File: src/rtl/sched_cmd_pkg.sv
package sched_cmd_pkg;

    typedef enum logic [1:0] {
        OP_ENQ = 2'b00,
        OP_DEQ = 2'b01,
        OP_ISQ = 2'b10,
        OP_EMP = 2'b11
    } sched_op_e;

    typedef enum logic {
        S_IDLE = 1'b0,
        S_EXEC = 1'b1
    } cmd_state_e;

endpackage

File: src/rtl/sched_ready_set.sv
module sched_ready_set #(
    parameter int TID_W = 4,
    localparam int NTHR = 1 << TID_W
) (
    input  logic             clk,
    input  logic             rst_n,
    input  logic             set_en,
    input  logic [TID_W-1:0] set_id,
    input  logic             clr_en,
    input  logic [TID_W-1:0] clr_id,
    input  logic [TID_W-1:0] q_id,
    output logic             q_hit,
    output logic             q_any,
    output logic [NTHR-1:0]  bits
);

    always_ff @(posedge clk) begin
        if (!rst_n) begin
            bits <= '0;
        end else begin
            if (set_en) bits[set_id] <= 1'b1;
            if (clr_en) bits[clr_id] <= 1'b0;
        end
    end

    assign q_hit = bits[q_id];
    assign q_any = |bits;

    // only a queued thread is ever removed
    a_r5_clear_member: assert property (@(posedge clk) disable iff (!rst_n)
        clr_en |-> bits[clr_id]);

endmodule

File: src/rtl/sched_next_pick.sv
module sched_next_pick #(
    parameter int TID_W = 4,
    localparam int NTHR = 1 << TID_W
) (
    input  logic             clk,
    input  logic             rst_n,
    input  logic [NTHR-1:0]  bits,
    input  logic             stale,
    output logic             next_valid,
    output logic [TID_W-1:0] next_id
);

    logic             pending;
    logic [TID_W-1:0] lowest;

    always_comb begin
        lowest = '0;
        for (int i = NTHR - 1; i >= 0; i--) begin
            if (bits[i]) lowest = TID_W'(i);
        end
    end

    always_ff @(posedge clk) begin
        if (!rst_n) begin
            next_valid <= 1'b0;
            next_id    <= '0;
            pending    <= 1'b1;
        end else if (stale) begin
            next_valid <= 1'b0;
            pending    <= 1'b1;
        end else if (pending) begin
            next_valid <= |bits;
            next_id    <= lowest;
            pending    <= 1'b0;
        end
    end

    // a stale decision is never offered on the edge that marks it
    a_r9_stale_drop: assert property (@(posedge clk) disable iff (!rst_n)
        stale |=> !next_valid);

endmodule

File: src/rtl/sched_cmd_fsm.sv
module sched_cmd_fsm
    import sched_cmd_pkg::*;
#(
    parameter int TID_W  = 4,
    parameter int DATA_W = 8
) (
    input  logic              clk,
    input  logic              rst_n,
    input  logic              req,
    input  logic [1:0]        op,
    input  logic [DATA_W-1:0] data,
    input  logic [TID_W-1:0]  cur_id,
    input  logic              q_hit,
    input  logic              q_any,
    input  logic              next_valid,
    input  logic [TID_W-1:0]  next_id,
    output logic              busy,
    output logic [DATA_W-1:0] ret_data,
    output logic              set_en,
    output logic              clr_en,
    output logic [TID_W-1:0]  tid_q,
    output logic              stale
);

    localparam logic [DATA_W-1:0] RET_ERR = {DATA_W{1'b1}};
    localparam logic [DATA_W-1:0] RET_ONE = DATA_W'(1);

    cmd_state_e state, state_nx;
    sched_op_e  op_q;
    logic       exec;
    logic       accept;

    assign accept = req && (state == S_IDLE);
    assign exec   = (state == S_EXEC);
    assign busy   = exec;

    // state register
    always_ff @(posedge clk) begin
        if (!rst_n) state <= S_IDLE;
        else        state <= state_nx;
    end

    always_comb begin
        state_nx = state;
        unique case (state)
            S_IDLE: if (accept) state_nx = S_EXEC;   // T_ACCEPT
            S_EXEC: state_nx = S_IDLE;               // T_DONE
        endcase
    end

    assign set_en = exec && (op_q == OP_ENQ);
    assign clr_en = exec && (op_q == OP_DEQ) && next_valid;
    assign stale  = set_en || clr_en;

    // output and command registers
    always_ff @(posedge clk) begin
        if (!rst_n) begin
            op_q     <= OP_ENQ;
            tid_q    <= '0;
            ret_data <= '0;
        end else begin
            if (accept) begin
                op_q  <= sched_op_e'(op);
                tid_q <= data[TID_W-1:0];
            end
            if (exec) begin
                unique case (op_q)
                    OP_ENQ: ret_data <= (tid_q < cur_id) ? RET_ONE : '0;
                    OP_DEQ: ret_data <= next_valid ? DATA_W'(next_id) : RET_ERR;
                    OP_ISQ: ret_data <= q_hit ? RET_ONE : '0;
                    OP_EMP: ret_data <= q_any ? '0 : RET_ONE;
                endcase
            end
        end
    end

    // a request seen while idle makes busy rise on the next cycle
    a_r2_accept_busy: assert property (@(posedge clk) disable iff (!rst_n)
        (req && !busy) |=> busy);

    // busy lasts exactly one cycle
    a_r2_busy_single: assert property (@(posedge clk) disable iff (!rst_n)
        busy |=> !busy);

    // return data moves only on the completing edge
    a_r3_ret_hold: assert property (@(posedge clk) disable iff (!rst_n)
        !busy |=> $stable(ret_data));

endmodule

File: src/rtl/sched_cmd_if.sv
module sched_cmd_if #(
    parameter int TID_W  = 4,
    parameter int DATA_W = 8
) (
    input  logic              clk,
    input  logic              rst_n,
    input  logic              req,
    input  logic [1:0]        op,
    input  logic [DATA_W-1:0] data,
    input  logic [TID_W-1:0]  cur_id,
    output logic              busy,
    output logic [DATA_W-1:0] ret_data,
    output logic [TID_W-1:0]  next_id,
    output logic              next_valid
);

    localparam int NTHR = 1 << TID_W;

    logic             q_hit, q_any, set_en, clr_en, stale;
    logic [TID_W-1:0] tid_q;
    logic [NTHR-1:0]  bits;

    sched_cmd_fsm #(.TID_W(TID_W), .DATA_W(DATA_W)) u_fsm (
        .clk(clk), .rst_n(rst_n), .req(req), .op(op), .data(data),
        .cur_id(cur_id), .q_hit(q_hit), .q_any(q_any),
        .next_valid(next_valid), .next_id(next_id), .busy(busy),
        .ret_data(ret_data), .set_en(set_en), .clr_en(clr_en),
        .tid_q(tid_q), .stale(stale)
    );

    sched_ready_set #(.TID_W(TID_W)) u_set (
        .clk(clk), .rst_n(rst_n), .set_en(set_en), .set_id(tid_q),
        .clr_en(clr_en), .clr_id(next_id), .q_id(tid_q),
        .q_hit(q_hit), .q_any(q_any), .bits(bits)
    );

    sched_next_pick #(.TID_W(TID_W)) u_pick (
        .clk(clk), .rst_n(rst_n), .bits(bits), .stale(stale),
        .next_valid(next_valid), .next_id(next_id)
    );

    // an offered decision always names a queued thread
    a_r9_valid_member: assert property (@(posedge clk) disable iff (!rst_n)
        next_valid |-> bits[next_id]);

    // a rejected dequeue leaves the ready set untouched
    a_r6_reject_keeps: assert property (@(posedge clk) disable iff (!rst_n)
        (busy && !next_valid && !set_en) |=> $stable(bits));

endmodule

File: config.mk
export PLATFORM = sky130hd
export DESIGN_NAME = sched_cmd_if
export DESIGN_NICKNAME = d
export VERILOG_FILES = /design/src/rtl/sched_cmd_pkg.sv /design/src/rtl/sched_ready_set.sv /design/src/rtl/sched_next_pick.sv /design/src/rtl/sched_cmd_fsm.sv /design/src/rtl/sched_cmd_if.sv
export SDC_FILE = /design/constraint.sdc
export NUM_CORES = 1
export LEC_CHECK = 0
export ABC_AREA = 1
export ABC_CLOCK_PERIOD_IN_PS = 1600
export BUFFER_PORTS_ARGS = -buffer_cell sky130_fd_sc_hd__buf_4
export CAP_MARGIN = 0
export CORE_MARGIN = 3
export CORE_UTILIZATION = 40
export DETAILED_ROUTE_END_ITERATION = 7
export PLACE_DENSITY = 0.71
export REMOVE_ABC_BUFFERS = 1
export SLEW_MARGIN = 10
export SYNTH_ARGS = -nofsm -noshare
export SYNTH_HDL_FRONTEND = slang
export SYNTH_SLANG_ARGS = --single-unit
File: constraint.sdc
create_clock -name clk -period 1.6 [get_ports clk]
set_clock_uncertainty 0.1 [all_clocks]
set_input_delay 0.16 -clock clk [delete_from_list [all_inputs] [get_ports clk]]
set_output_delay 0.16 -clock clk [all_outputs]
set_load 0.05 [all_outputs]
==> metrics.txt <==
FP Rows 23; gr busiest metal met2; DR iter-0 viols 202; layout cell share with drive strength beyond 1 between 20% and 30%; Critical Path, Cell by Cell buf_6 > inv_2 > nand2_1 > nand2_1 > nand2_1 > nand2_1 > nand2_1 > nand2_1 > nand2_1 > nand2_1 > nand2_1 > nand2_1 > nand2_1 > nand2_1 > nand2_1 > nand2_1 > nand2_1 > a21oi_1; Crit Path Max Fanout 2; area leader, netlist dfxtp_1; Antenna Nets Post-Route 0; Post-Route Utilization 54.33%; outcome finished clean; RSZ-0062 raised after global routing true; most numerous cell in the Yosys netlist nand2_1; GRT overflow 0; Area after DPL between 0.002 and 0.0025 mm2; Max stage delay on crit path ~0.33 ns; Critical Path RT 1.72 ns; diode count 0; via-per-instance ratio ~5.3; Synth-to-Final Area Change 28.01%; Final setup viols 0; Mean Syn Cell Area 7.100 um2; Clock transition at path regs 0.07 ns; CTS tree done; # clock sinks 34; IO buf count 26; Arr. time, crit path approximately 1.7 ns; postcts setup bufs 0; Static Leak ~0.0010 uW; number of buffers created by CTS 5; cts hold-fix bufs 0; Post-synth EDFFs 0; Cell Pwr Density 843.4 mW/mm2; Slew HR 74.67%; antenna violations before repair 0; fin. max-slew vios 0; worst-skew pair later-pin latency between 0.2 and 0.3 ns; full die area between 0.005 and 0.006 mm2; met2 Track Usage GR a little under a third; Final Hold Viols 0; share of the synthesized area in the top cell type between 30% and 40%; Root Driver clkbuf_8; maxcap violations 0; Fmax roughly 0.64 GHz; largest net degree at the start of global routing 26; Initial Utilization a little over two fifths; worst min path class in -> reg; Synth Register Bits 34; gr usage total between 15 and 20%; Die X approximately 70 um; residual DRC count 0; leading cell types by count after synthesis 44 x nand2_1, 36 x inv_1, 34 x dfxtp_1; crit end category flip-flop; met3 usage just under 4%; DP Wirelength around 3400 um; vias ~1800; Peak VDD IR approximately 470 uV; fin crit period roughly 1.6 ns; wire per inst around 14 um; yosys warns 0; CP dominant cell by count nand2_1; met1 usage approximately a quarter; Die Y 72.08 um; critical path's slowest cell dfxtp_2; Top-Level Pins 31; DRT Wirelength 4611 um; Post-Syn Instances approximately 250; DR pass1 iterations 4; Worst Setup Start Kind flip-flop; first-pass GRT wire length around 7600 um; Netlist cell types 30; Seq/Total Area, Yosys between 30% and 40%; Post-Route Setup TNS 0 ns; number of H-tree levels 2; layout net count roughly 310; Final period util between 90% and 100%; CORE AREA 0.004115 mm2; vias in the first global route about 1600; Mapped Area 0.001747 mm2; Post-synth ARST share 0%; Placer Congestion ~0.91; slew at the pin with the worst max-slew slack about 0.38 ns; top_reg_cell synth dfxtp_1; WS Path Type reg -> reg; Area contributors post-synth dfxtp_1 39%, nand2_1 9.5%, inv_1 7.7%, a21oi_1 5.7%, a221oi_1 5.5%; cell area after layout ~0.0022 mm2; Clock Path Buffers 2
## cells in the final DEF (no fill, tap or decap), types with 5 or more instances in the layout
| cell type | synthesis | routed |
|---|---|---|
| o21ai_1 | 9 | 9 |
| o21ai_0 | 12 | 12 |
| dfxtp_1 | 34 | 31 |
| inv_2 | 5 | 6 |
| nand3_1 | 15 | 15 |
| a221oi_1 | 11 | 11 |
| a21oi_1 | 20 | 20 |
| inv_1 | 36 | 34 |
| a211oi_1 | 6 | 6 |
| nand2_1 | 44 | 42 |
| clkbuf_8 | 0 | 5 |
| buf_4 | 3 | 44 |
| nor2_1 | 21 | 21 |
## worst paths after layout
check / from / to / slack, ns / cells after the start
hold reg to reg: u_fsm.ret_data[2] / u_fsm.ret_data[2] / 0.37 / 2
setup reg to reg: u_set.bits[14] / u_pick.next_id[0] / 0.05 / 18
setup / recovery: u_set.bits[14] / u_pick.next_id[0] / 0.05 / 18
hold / removal: req / u_fsm.op_q[1] / 0.03 / 3
## worst max-delay path: cells and delay by family, from the launching register on
| kind | cells | cell delay [ns] |
|---|---|---|
| compound gates | 1 | 0.13 |
| buf+inv | 2 | 0.15 |
| flops | 1 | 0.33 |
| simple gates | 15 | 0.75 |
## kinds of logic (layout without fill, tap and decap cells)
family	after synthesis	count (layout)	share of synthesized area [%]
AOI/OAI and AO/OA	69	69	24.36
and+or+nand+nor	91	91	23.28
DFF	34	34	38.97
adders and majority gates	3	3	2.149
buffers and inverters	49	94	11.25
## report_power, final
part           internal (uW)  total, uW  switching (uW)
sequential               881        919            38.9
combinational            131        362             231
clock                    300        604             304
## metal layers
metal	vias up	part of all wire, %
met4	0	1.2
met3	9	6.3
met2	73	47
li1	918	-
met1	798	45
met5	-	0
## metrics by stage
step / cells / hold slack, ns / total power, uW / setup WS (ns)
2_1_floorplan: 239 / 0.1957 / 1152 / -0.4325
3_3_place_gp: 334 / 0.3152 / 1281 / -0.006771
3_5_place_dp: 334 / 0.3247 / 1285 / -0.01763
4_1_cts: 341 / 0.02638 / 1878 / 0.006160
5_1_grt: 341 / 0.04139 / 1962 / -0.1254
6_report: 341 / 0.02827 / 1886 / 0.04901
## flip-flops by register name, indices dropped and copies added, names as in the netlist
name and count:
u_pick.next_id 4, u_set.bits 16, u_pick.pending 1, u_fsm.busy 1, u_fsm.tid_q 4, u_pick.next_valid 1, u_fsm.op_q 2, u_fsm.ret_data 5
## repair_timing
item | 4_1_cts | 5_1_grt
resized for setup | 1 | 13
endpoints found under the setup margin | 1 | 11
pin swaps | 0 | 2
## final cells by class
cell class / instances / area (um2)
clock buffer: 7 / 76.32
fill: 412 / 1879
inverter: 42 / 161.4
multi-input combinational: 163 / 909.6
sequential: 34 / 684.4
tap: 50 / 62.56
timing repair buffer: 45 / 341.6
Power figures use the tool's default switching activity.
